[src/rtl/dct_pkg.sv]
package dct_pkg;
    localparam int W      = 8;
    localparam int ADDR_W = 3;
    localparam int NEV    = 3;

    localparam logic [ADDR_W-1:0] A_CTRL  = 3'd0;
    localparam logic [ADDR_W-1:0] A_MODE  = 3'd1;
    localparam logic [ADDR_W-1:0] A_CNT   = 3'd2;
    localparam logic [ADDR_W-1:0] A_CMPA  = 3'd3;
    localparam logic [ADDR_W-1:0] A_CMPB  = 3'd4;
    localparam logic [ADDR_W-1:0] A_FLAGS = 3'd5;

    localparam logic [W-1:0] CTRL_MASK = 8'hF8;

    localparam logic [1:0] CLR_NONE = 2'd0;
    localparam logic [1:0] CLR_A    = 2'd1;
    localparam logic [1:0] CLR_B    = 2'd2;
    localparam logic [1:0] CLR_EXT  = 2'd3;

    typedef struct packed {
        logic [W-1:0]   ctrl;
        logic           lvl_mode;
        logic [W-1:0]   cnt;
        logic [W-1:0]   cmpa;
        logic [W-1:0]   cmpb;
        logic [NEV-1:0] flags;
    } dct_state_t;
endpackage

[src/rtl/dct_sync.sv]
module dct_sync #(
    parameter int STAGES = 2
) (
    input  logic clk,
    input  logic rst_n,
    input  logic pin,
    output logic lvl,
    output logic rise
);
    logic [STAGES-1:0] sh_d, sh_q;
    logic              prev_d, prev_q;

    always_comb begin
        sh_d   = {sh_q[STAGES-2:0], pin};
        prev_d = sh_q[STAGES-1];
    end

    always_ff @(posedge clk) begin
        if (!rst_n) begin
            sh_q   <= '0;
            prev_q <= 1'b0;
        end else begin
            sh_q   <= sh_d;
            prev_q <= prev_d;
        end
    end

    assign lvl  = sh_q[STAGES-1];
    assign rise = sh_q[STAGES-1] & ~prev_q;
endmodule

[src/rtl/dct_count.sv]
module dct_count
    import dct_pkg::*;
(
    input  logic [W-1:0] cnt_q,
    input  logic [W-1:0] cmpa,
    input  logic [W-1:0] cmpb,
    input  logic         tick,
    input  logic [1:0]   sel,
    input  logic         ext_hit,
    input  logic         wr_cnt,
    input  logic [W-1:0] wdata,
    output logic [W-1:0] cnt_d,
    output logic         ev_ovf,
    output logic         ev_cma,
    output logic         ev_cmb
);
    localparam logic [W-1:0] TOP = {W{1'b1}};

    logic sel_hit;

    always_comb begin
        ev_cma  = tick && (cnt_q == cmpa);
        ev_cmb  = tick && (cnt_q == cmpb);
        sel_hit = ((sel == CLR_A) && ev_cma) || ((sel == CLR_B) && ev_cmb);
        ev_ovf  = tick && (cnt_q == TOP) && !wr_cnt && !ext_hit && !sel_hit;

        if (wr_cnt)       cnt_d = wdata;
        else if (ext_hit) cnt_d = '0;
        else if (tick)    cnt_d = sel_hit ? '0 : cnt_q + 1'b1;
        else              cnt_d = cnt_q;
    end
endmodule

[src/rtl/dct_flags.sv]
module dct_flags #(
    parameter int N = 3
) (
    input  logic [N-1:0] flags_q,
    input  logic [N-1:0] set,
    input  logic         wr,
    input  logic [N-1:0] keep,
    output logic [N-1:0] flags_d
);
    for (genvar i = 0; i < N; i++) begin : g_flag
        always_comb begin
            flags_d[i] = (flags_q[i] && !(wr && !keep[i])) || set[i];
        end
    end
endmodule

[src/rtl/dct_timer.sv]
module dct_timer
    import dct_pkg::*;
#(
    parameter int SYNC_STAGES = 2
) (
    input  logic              clk,
    input  logic              rst_n,
    input  logic              reg_wr,
    input  logic [ADDR_W-1:0] reg_addr,
    input  logic [W-1:0]      reg_wdata,
    output logic [W-1:0]      reg_rdata,
    input  logic              tick,
    input  logic              ext_clr,
    output logic              irq_ovf,
    output logic              irq_cma,
    output logic              irq_cmb
);
    dct_state_t st_d, st_q;

    logic           ext_lvl, ext_rise, ext_hit, wr_cnt, wr_flags;
    logic [1:0]     sel;
    logic [W-1:0]   cnt_nx;
    logic [NEV-1:0] ev, flags_nx;
    logic           ev_ovf, ev_cma, ev_cmb;

    dct_sync #(.STAGES(SYNC_STAGES)) i_sync (
        .clk  (clk),
        .rst_n(rst_n),
        .pin  (ext_clr),
        .lvl  (ext_lvl),
        .rise (ext_rise)
    );

    assign sel      = st_q.ctrl[4:3];
    assign ext_hit  = (sel == CLR_EXT) && (st_q.lvl_mode ? ext_lvl : ext_rise);
    assign wr_cnt   = reg_wr && (reg_addr == A_CNT);
    assign wr_flags = reg_wr && (reg_addr == A_FLAGS);

    dct_count i_count (
        .cnt_q  (st_q.cnt),
        .cmpa   (st_q.cmpa),
        .cmpb   (st_q.cmpb),
        .tick   (tick),
        .sel    (sel),
        .ext_hit(ext_hit),
        .wr_cnt (wr_cnt),
        .wdata  (reg_wdata),
        .cnt_d  (cnt_nx),
        .ev_ovf (ev_ovf),
        .ev_cma (ev_cma),
        .ev_cmb (ev_cmb)
    );

    assign ev = {ev_cmb, ev_cma, ev_ovf};

    dct_flags #(.N(NEV)) i_flags (
        .flags_q(st_q.flags),
        .set    (ev),
        .wr     (wr_flags),
        .keep   (reg_wdata[NEV-1:0]),
        .flags_d(flags_nx)
    );

    always_comb begin
        st_d       = st_q;
        st_d.cnt   = cnt_nx;
        st_d.flags = flags_nx;
        if (reg_wr) begin
            case (reg_addr)
                A_CTRL:  st_d.ctrl     = reg_wdata & CTRL_MASK;
                A_MODE:  st_d.lvl_mode = reg_wdata[0];
                A_CMPA:  st_d.cmpa     = reg_wdata;
                A_CMPB:  st_d.cmpb     = reg_wdata;
                default: ;
            endcase
        end
    end

    always_ff @(posedge clk) begin
        if (!rst_n) st_q <= '0;
        else        st_q <= st_d;
    end

    always_comb begin
        case (reg_addr)
            A_CTRL:  reg_rdata = st_q.ctrl;
            A_MODE:  reg_rdata = {{(W-1){1'b0}}, st_q.lvl_mode};
            A_CNT:   reg_rdata = st_q.cnt;
            A_CMPA:  reg_rdata = st_q.cmpa;
            A_CMPB:  reg_rdata = st_q.cmpb;
            A_FLAGS: reg_rdata = {{(W-NEV){1'b0}}, st_q.flags};
            default: reg_rdata = '0;
        endcase
    end

    assign irq_ovf = st_q.flags[0] & st_q.ctrl[5];
    assign irq_cma = st_q.flags[1] & st_q.ctrl[6];
    assign irq_cmb = st_q.flags[2] & st_q.ctrl[7];
endmodule

[config.mk]
export PLATFORM = sky130hd
export DESIGN_NAME = dct_timer
export DESIGN_NICKNAME = d
export VERILOG_FILES = /design/src/rtl/dct_pkg.sv /design/src/rtl/dct_sync.sv /design/src/rtl/dct_count.sv /design/src/rtl/dct_flags.sv /design/src/rtl/dct_timer.sv
export SDC_FILE = /design/constraint.sdc
export NUM_CORES = 1
export LEC_CHECK = 0
export BUFFER_PORTS_ARGS = -buffer_cell sky130_fd_sc_hd__buf_2
export CAP_MARGIN = 20
export CORE_MARGIN = 3
export CORE_UTILIZATION = 52
export CTS_CLUSTER_SIZE = 20
export DETAILED_ROUTE_END_ITERATION = 16
export PLACE_DENSITY_LB_ADDON = 0.12
export SYNTH_ARGS = -nofsm -noshare
export SYNTH_HDL_FRONTEND = slang
export SYNTH_SLANG_ARGS = --single-unit
[constraint.sdc]
create_clock -name clk -period 1.85 [get_ports clk]
set_input_delay 0.0925 -clock clk [delete_from_list [all_inputs] [get_ports clk]]
set_output_delay 0.0925 -clock clk [all_outputs]
set_load 0.005 [all_outputs]
Yosys cells after proc, flatten, opt, wreduce, memory -nomap -nowiden. Index checks and enable logic that the tools add are counted.

Muxes and demuxes: 6. Eq/ne operators: 11. Bitwise gates (word level): 5. Reductions and logical operators: 36. Add/sub/neg operators: 1.

Operators by type and width (number): 8-bit case mux with 6 select lines (1); 8-bit 2-to-1 mux (4); 1-bit logical AND (17); 8-bit == test (2); 1-bit zero test (9); 8-bit by 1-bit adder with 8-bit output (second input constant) (1); 8-bit == test (second input constant) (1); 2-bit AND reduction (4); 3-bit by 2-bit == test with 1-bit output (second input constant) (2); 3-bit == test (second input constant) (2); 1-bit bitwise AND (4); 2-bit == test (second input constant) (2); 1-bit logical OR (4); 3-bit by 1-bit == test with 1-bit output (second input constant) (1); 3-bit zero test (1); 3-bit nonzero test (1); 2-bit by 1-bit == test with 1-bit output (second input constant) (1); 1-bit 2-to-1 mux (1); 1-bit inverter (1).

Bits of input ports: 16. Flip-flop bits (word level): 36. Word-level logic and storage cells: 67. Output and inout port bits: 11.

Logic depth before layout (Yosys ltp). Gate-level depths: netlist of run 1.

Depth in word-level cells: 8. Depth in mapped cells: 8. Mapped depth without buffers: 5.

Cells and area by module. Synthesis of run 1 repeated with hierarchy kept, for this count alone.

Cells, all modules: 237. Area, all modules: 2105.8 µm².

By module, submodules not included: dct_timer (instances 1, cells each 149, area each 1495.2 µm²); dct_count (instances 1, cells each 75, area each 476.7 µm²); dct_sync (instances 1, cells each 7, area each 92.6 µm²); dct_flags (instances 1, cells each 6, area each 41.3 µm²).

Worst setup path after synthesis of run 1. OpenSTA, ideal clock, no wires.

Path kind: reg-to-reg. Start point: register st_q[23] (netlist bit). End point: register st_q[23] (netlist bit). Period minus slack after synthesis: 1573 ps. Library setup time: 144 ps. Stages on the path, launching flop included: 7. Path buffers: 1. Setup slack: 277 ps. Data required time: 1706 ps. Arrival time: 1430 ps. Cell sequence: dfxtp_1 -> buf_6 -> xor2_1 -> nor4_1 -> nand4_1 -> o31ai_4 -> a2111oi_2.

Cells in the longest elaborated chain, start to end: 8.

Ends and longest elaborated chain: start, declared (line dct_timer.sv:18) `dct_state_t st_d, st_q;`; start signal, assigned (line dct_timer.sv:81) `else st_q <= st_d;`; branches (longest 4 deep; another with 8-bit by 1-bit adder with 8-bit output); 8-bit 2-to-1 mux (*) (2 in series) (line dct_count.sv:29) `else if (tick) cnt_d = sel_hit ? '0 : cnt_q + 1'b1;`; 8-bit 2-to-1 mux (*) (line dct_count.sv:28) `else if (ext_hit) cnt_d = '0;`; 8-bit 2-to-1 mux (*) (line dct_count.sv:27) `if (wr_cnt) cnt_d = wdata;`.

Every way passes the cells marked *. The select of a mux whose other input is x is not followed. A chain may end at the register's enable or synchronous reset.

Final worst setup path of run 1.
Start point: register st_q[19] (netlist bit). End point: register st_q[24] (netlist bit).

Same word-level chain as after synthesis.

==> results.yml, run 1 <==
pwr:
  p_int_mw: 1.20
  leakage_nw: 0.982
  pwr-share-seq_pct: 50.9
  p_switching_uw: 444
  peakVddDrop_v: 0.000485
  swShare_pct: 27.0
  clkPwrFrac_pct: 35.4
  p_comb_share_pct: 13.7
  p_per_area_nw_per_um2: 694
route:
  drc: 0
  drtPass1Iterations: 5
  drt-vias-per-instance: 6.06
  drt-total-wl_um: 5730
  num_vias: 2017
  antenna_left: 0
  drt-initial-drc-count: 192
  wire_per_inst_um: 17.2
grt:
  antenna_found_initial: 0
  grt_pass1_wl_um: 9000
  grt-ovfl-total: 0
  track_usage_pct: 26.1
  grt_start_max_net_pins: 19
  grt_pass1_vias: 1744
cts:
  root_buffer: "clkbuf_8"
  postCtsHoldBufs: 0
  cts_max_level: 2
  clk_pin_slew_ns: 0.06
  clock-sinks: 36
  insertion_delay_ns: 0.29
  cts_buffers: 5
  ctsLongestPathBuffers: 2
  cts_tree: "yes"
yosys:
  yosysSeqAreaShare_pct: 35.2
  synthDistinctLibCells: 48
  syn_nets: 272
  synth_common_cells: "nand2_1 (39), dfxtp_1 (36), a21oi_1 (25)"
  synth.largest_area_cell: "dfxtp_1"
  synth_cells: 255
  syn_avg_cell_area_um2: 8.03
  yosys_warnings: 0
  postSynth.asyncResetShare_pct: 0
  synth_area_leaders: "dfxtp_1 (35%), nand2_1 (7.2%), xor2_1 (6.4%), a21oi_1 (6.1%), mux2i_1 (5.9%)"
  yosys.area.top_type_share_pct: 35.2
  synth-seq-cells: 36
  synth.most_common_cell: "nand2_1"
  synth_area_um2: 2050
  synth_edf_count: 0
  synthFlopType: "dfxtp_1"
die:
  die_h_um: 68.7
  io_pins: 27
  core_um2: 3720
  rows: 22
  start_util_pct: 55.1
  die_w_um: 68.7
  die_area_um2: 4730
final_layout:
  nNetsFinal: 301
  fillers: 351
  synthToLayoutAreaGrowth_pct: 15.6
  n_antenna_cell: 0
  drive_above_1_share_pct: 18.6
  fin_cells: 333
flow_run:
  max-cap-violations: 0
critical_path:
  crit_fanout: 9
  r2r_slack_ns: 0.22
  crit_end: "st_q[24]"
  startpoint_type: "register"
  timing.rr.start: "st_q[19]"
  reg2regPathDepth: 6
  cp-startpoint: "st_q[19]"
  path_class: "reg2reg"
  crit_required_ns: 2.02
  crit_arrival_ns: 1.80
  r2r_end: "st_q[24]"
  endpoint_kind: "register"
placed_design:
  dp_hpwl_um: 4300
  gp_congestion: 0.869
  place_inst: 324
  io_buffers: 26
sta:
  fin_setup_tns_ns: 0
  fin_crit_ns: 1.63
  rsz0062_at_grt: "no"
  max_freq_mhz: 614
  tightest_slew_ns: 0.477
  relSlewSlack_pct: 67.8
  setup_viol: 0
  hold_viol: 0
  period_share_pct: 88.0
  skew_ns: 0.00951
  finalHoldWorstSlack_ns: 0.0108
  drv_slew: 0
run_status:
  outcome: "finished clean"
worst_hold_path:
  hold_path.class: "in2reg"
==> power groups by stage <==
stage	clock network, mW	registers (mW)	logic, mW
6_report	0.582	0.836	0.226
5_1_grt	0.631	0.839	0.251
4_1_cts	0.595	0.835	0.221
3_5_place_dp	0	0.852	0.219
3_3_place_gp	0	0.851	0.219
2_1_floorplan	0	0.839	0.149
==> flip-flops by register name, summed over array words and instances, names as in the netlist <==
name / cells
i_sync.prev_q: 1
sel: 2
i_sync.sh_q: 2
st_q: 31
==> layer usage <==
metal / up-vias / GRT usage (%) / part of all wire [%]
met2: 111 / 38.7 / 42
met4: 0 / 8.52 / 2.0
li1: 969 / - / -
met1: 922 / 36.9 / 46
met5: - / 0 / 0
met3: 15 / 6.48 / 9.5
==> timing repair <==
item                                    in CTS  in global routing
endpoints found under the setup margin       0                  9
setup buffers                                0                  1
resized for setup                            0                  0
==> layout by cell type, fill, tap and decap left out, drive strengths merged, types with 7 or more instances in the layout <==
cell / count
and2: 7
buf: 40
mux2i: 12
xor2: 15
dfxtp: 36
nor2: 13
clkbuf: 8
o21ai: 8
a21oi: 26
nand3: 9
o22ai: 8
nand2: 39
a22oi: 9
==> per-stage QoR <==
stage,power (mW),instance area [um2],setup WS (ns),util (%)
after global routing,1.72,2370,0.0671,63.7
after global placement,1.07,2260,0.186,60.7
final,1.64,2370,0.222,63.7
after floorplan,0.988,2050,0.277,-
after CTS,1.65,2350,0.111,63.1
after detailed placement,1.07,2260,0.133,60.7
==> cell families (layout without fill, tap and decap cells) <==
logic type	count (synthesis)	in the layout	share of synthesized area, %
simple gates	99	99	24.0
compound gates	68	68	21.8
flops	36	36	35.2
buf+inv	21	51	4.71
xor+xnor	17	17	7.27
mux	13	13	6.42
fa+ha+maj	1	1	0.611
==> worst max-delay path, cell delays in order, from the launching register on <==
cell     delay (ns)
dfxtp_1        0.46
xor2_1         0.10
nor4_1         0.23
nand4_1        0.20
o31ai_4        0.30
buf_12         0.17
o31ai_1        0.07
==> how the worst min path moves through the flow <==
| stage | from | depth (start not counted) | to | slack, ns |
|---|---|---|---|---|
| 3_5_place_dp | ext_clr | 2 | i_sync.sh_q[0] | 0.30 |
| 3_3_place_gp | ext_clr | 2 | i_sync.sh_q[0] | 0.30 |
| 6_report | ext_clr | 2 | i_sync.sh_q[0] | 0.01 |
| 4_1_cts | ext_clr | 2 | i_sync.sh_q[0] | 0.009 |
| 5_1_grt | ext_clr | 2 | i_sync.sh_q[0] | 0.02 |
| 2_1_floorplan | ext_clr | 1 | i_sync.sh_q[0] | 0.22 |
==> final cells by class <==
type,count,area (um2),share of cell area (%)
clock buffer,8,90.1,3.81
inverter,3,11.3,0.476
multi-input combinational,198,1240,52.2
sequential,36,721,30.5
tap,48,60.1,2.54
timing repair buffer,40,248,10.5
Power figures use the tool's default switching activity.
==> run 2: changes to the inputs <==
Settings changed: CELL_PAD_IN_SITES_DETAIL_PLACEMENT set to 0, CELL_PAD_IN_SITES_GLOBAL_PLACEMENT set to 2, CORE_UTILIZATION 52 to 34.
==> results.yml, run 2 (synthesis gave the netlist of run 1 again) <==
route:
  drt-vias-per-instance: 5.41
  wire_per_inst_um: 18.1
  drc: 0
  drtPass1Iterations: 4
  antenna_left: 0
  num_vias: 1965
  drt-initial-drc-count: 105
  drt-total-wl_um: 6560
placed_design:
  dp_hpwl_um: 4860
  io_buffers: 26
  gp_congestion: 0.890
  post-place-ws_ns: 0.215
pwr:
  p_switching_uw: 477
  p_int_mw: 1.17
  p_comb_share_pct: 14.5
  p_per_area_nw_per_um2: 672
  pwr-share-seq_pct: 50.7
  leakage_nw: 1.01
  clkPwrFrac_pct: 34.8
  peakVddDrop_v: 0.000327
  swShare_pct: 29.0
grt:
  grt_pass1_wl_um: 10800
  grt_start_max_net_pins: 27
  grt-ovfl-total: 0
  antenna_found_initial: 0
  track_usage_pct: 19.6
  grt_pass1_vias: 2002
sta:
  fin_setup_tns_ns: 0
  rsz0062_at_grt: "no"
  relSlewSlack_pct: 68.5
  tightest_slew_ns: 0.472
  max_freq_mhz: 606
  skew_ns: 0.00887
  setup_viol: 0
  hold_viol: 0
  drv_slew: 0
  worst_slack_ns: 0.199
  finalHoldWorstSlack_ns: 0.0784
  period_share_pct: 89.3
  fin_crit_ns: 1.65
cts:
  clk_pin_slew_ns: 0.08
  clock-sinks: 36
  cts_tree: "yes"
  cts-resized-gates: 0
  root_buffer: "clkbuf_8"
  cts_max_level: 2
  insertion_delay_ns: 0.29
  post_cts_buffers: 0
  ctsLongestPathBuffers: 2
  cts_buffers: 5
critical_path:
  endpoint_kind: "register"
  path_cells: "xor2_1, nor4_1, nand4_1, o31ai_4, buf_12, a2111oi_2"
  crit_arrival_ns: 1.82
  slowest_delay_ns: 0.48
  path_class: "reg2reg"
  crit_fanout: 9
  slowest_stage: "dfxtp_1"
  startpoint_type: "register"
  cp_num_buf_inv: 1
  crit_required_ns: 2.02
  critPathTopFamily: "flip-flops"
final_layout:
  final_cell_mix: "nand2_1 (39), dfxtp_1 (36), buf_2 (26)"
  n_antenna_cell: 0
  synthToLayoutAreaGrowth_pct: 19.5
  largest_register: "st_q"
  largest_reg_flops: 31
  final_common_cell: "nand2_1"
  nNetsFinal: 307
  drive_above_1_share_pct: 20.6
  fillers: 616
die:
  core_um2: 5680
  die_h_um: 83.6
  rows: 27
  io_pins: 27
  die_area_um2: 6990
  start_util_pct: 36.1
  die_w_um: 83.6
worst_hold_path:
  hold_path.class: "in2reg"
run_status:
  outcome: "finished clean"
flow_run:
  max-cap-violations: 0
run 2: changes by cell type in the layout (fill, tap and decap cells not counted), sizes merged:
cell and delta:
clkinvlp +2, dlygate4sd3 +1, clkinv +1, buf +5, clkbuf -3
run 2: worst paths after layout:
kind	startpoint	to	slack, ns	cells past startpoint
setup reg to reg	st_q[19]	st_q[23]	0.20	6
setup / recovery	st_q[19]	st_q[23]	0.20	6
hold reg to reg	i_sync.sh_q[0]	i_sync.sh_q[1]	0.44	1
hold / removal	reg_wdata[0]	st_q[3]	0.08	3
run 2: worst min-delay path, stage by stage:
cell and delay [ns]:
buf_2 0.13, nand2_1 0.06, a21oi_1 0.05
run 2: routing by layer:
layer | part of all wire [%] | global-route usage (%) | up-vias
li1 | - | - | 979
met1 | 48 | 27.0 | 920
met2 | 46 | 30.3 | 54
met3 | 3.5 | 3.95 | 12
met4 | 2.4 | 7.02 | 0
met5 | 0 | 0 | -
run 2: layout make-up:
type / count / area [um2] / share of cell area [%]
multi-input cells: 198 / 1240 / 50.5
flip-flops and latches: 36 / 721 / 29.5
repair buffers: 46 / 295 / 12.1
well taps: 72 / 90.1 / 3.68
clock buffers: 5 / 68.8 / 2.81
clock inverters: 3 / 23.8 / 0.972
inverters: 3 / 11.3 / 0.460
run 2: power groups by stage:
stage          combinational, mW  sequential, mW  clock (mW)
5_1_grt                    0.266           0.838       0.631
3_5_place_dp               0.236           0.852           0
6_report                   0.238           0.834       0.571
2_1_floorplan              0.149           0.839           0
3_3_place_gp               0.239           0.851           0
4_1_cts                    0.239           0.833       0.592
run 2: repair_timing:
action                                 CTS  global route
setup endpoints to repair                0             0
endpoints found under the hold margin    1             0
hold buffers                             1             0
run 2: through the flow:
| stage | cell area, um2 | cells | power [mW] | util [%] |
|---|---|---|---|---|
| after floorplan | 2050 | 255 | 0.988 | - |
| after global placement | 2340 | 354 | 1.09 | 41.3 |
| after detailed placement | 2340 | 354 | 1.09 | 41.3 |
| after CTS | 2450 | 363 | 1.66 | 43.1 |
| after global routing | 2450 | 363 | 1.73 | 43.1 |
| final | 2450 | 363 | 1.64 | 43.1 |
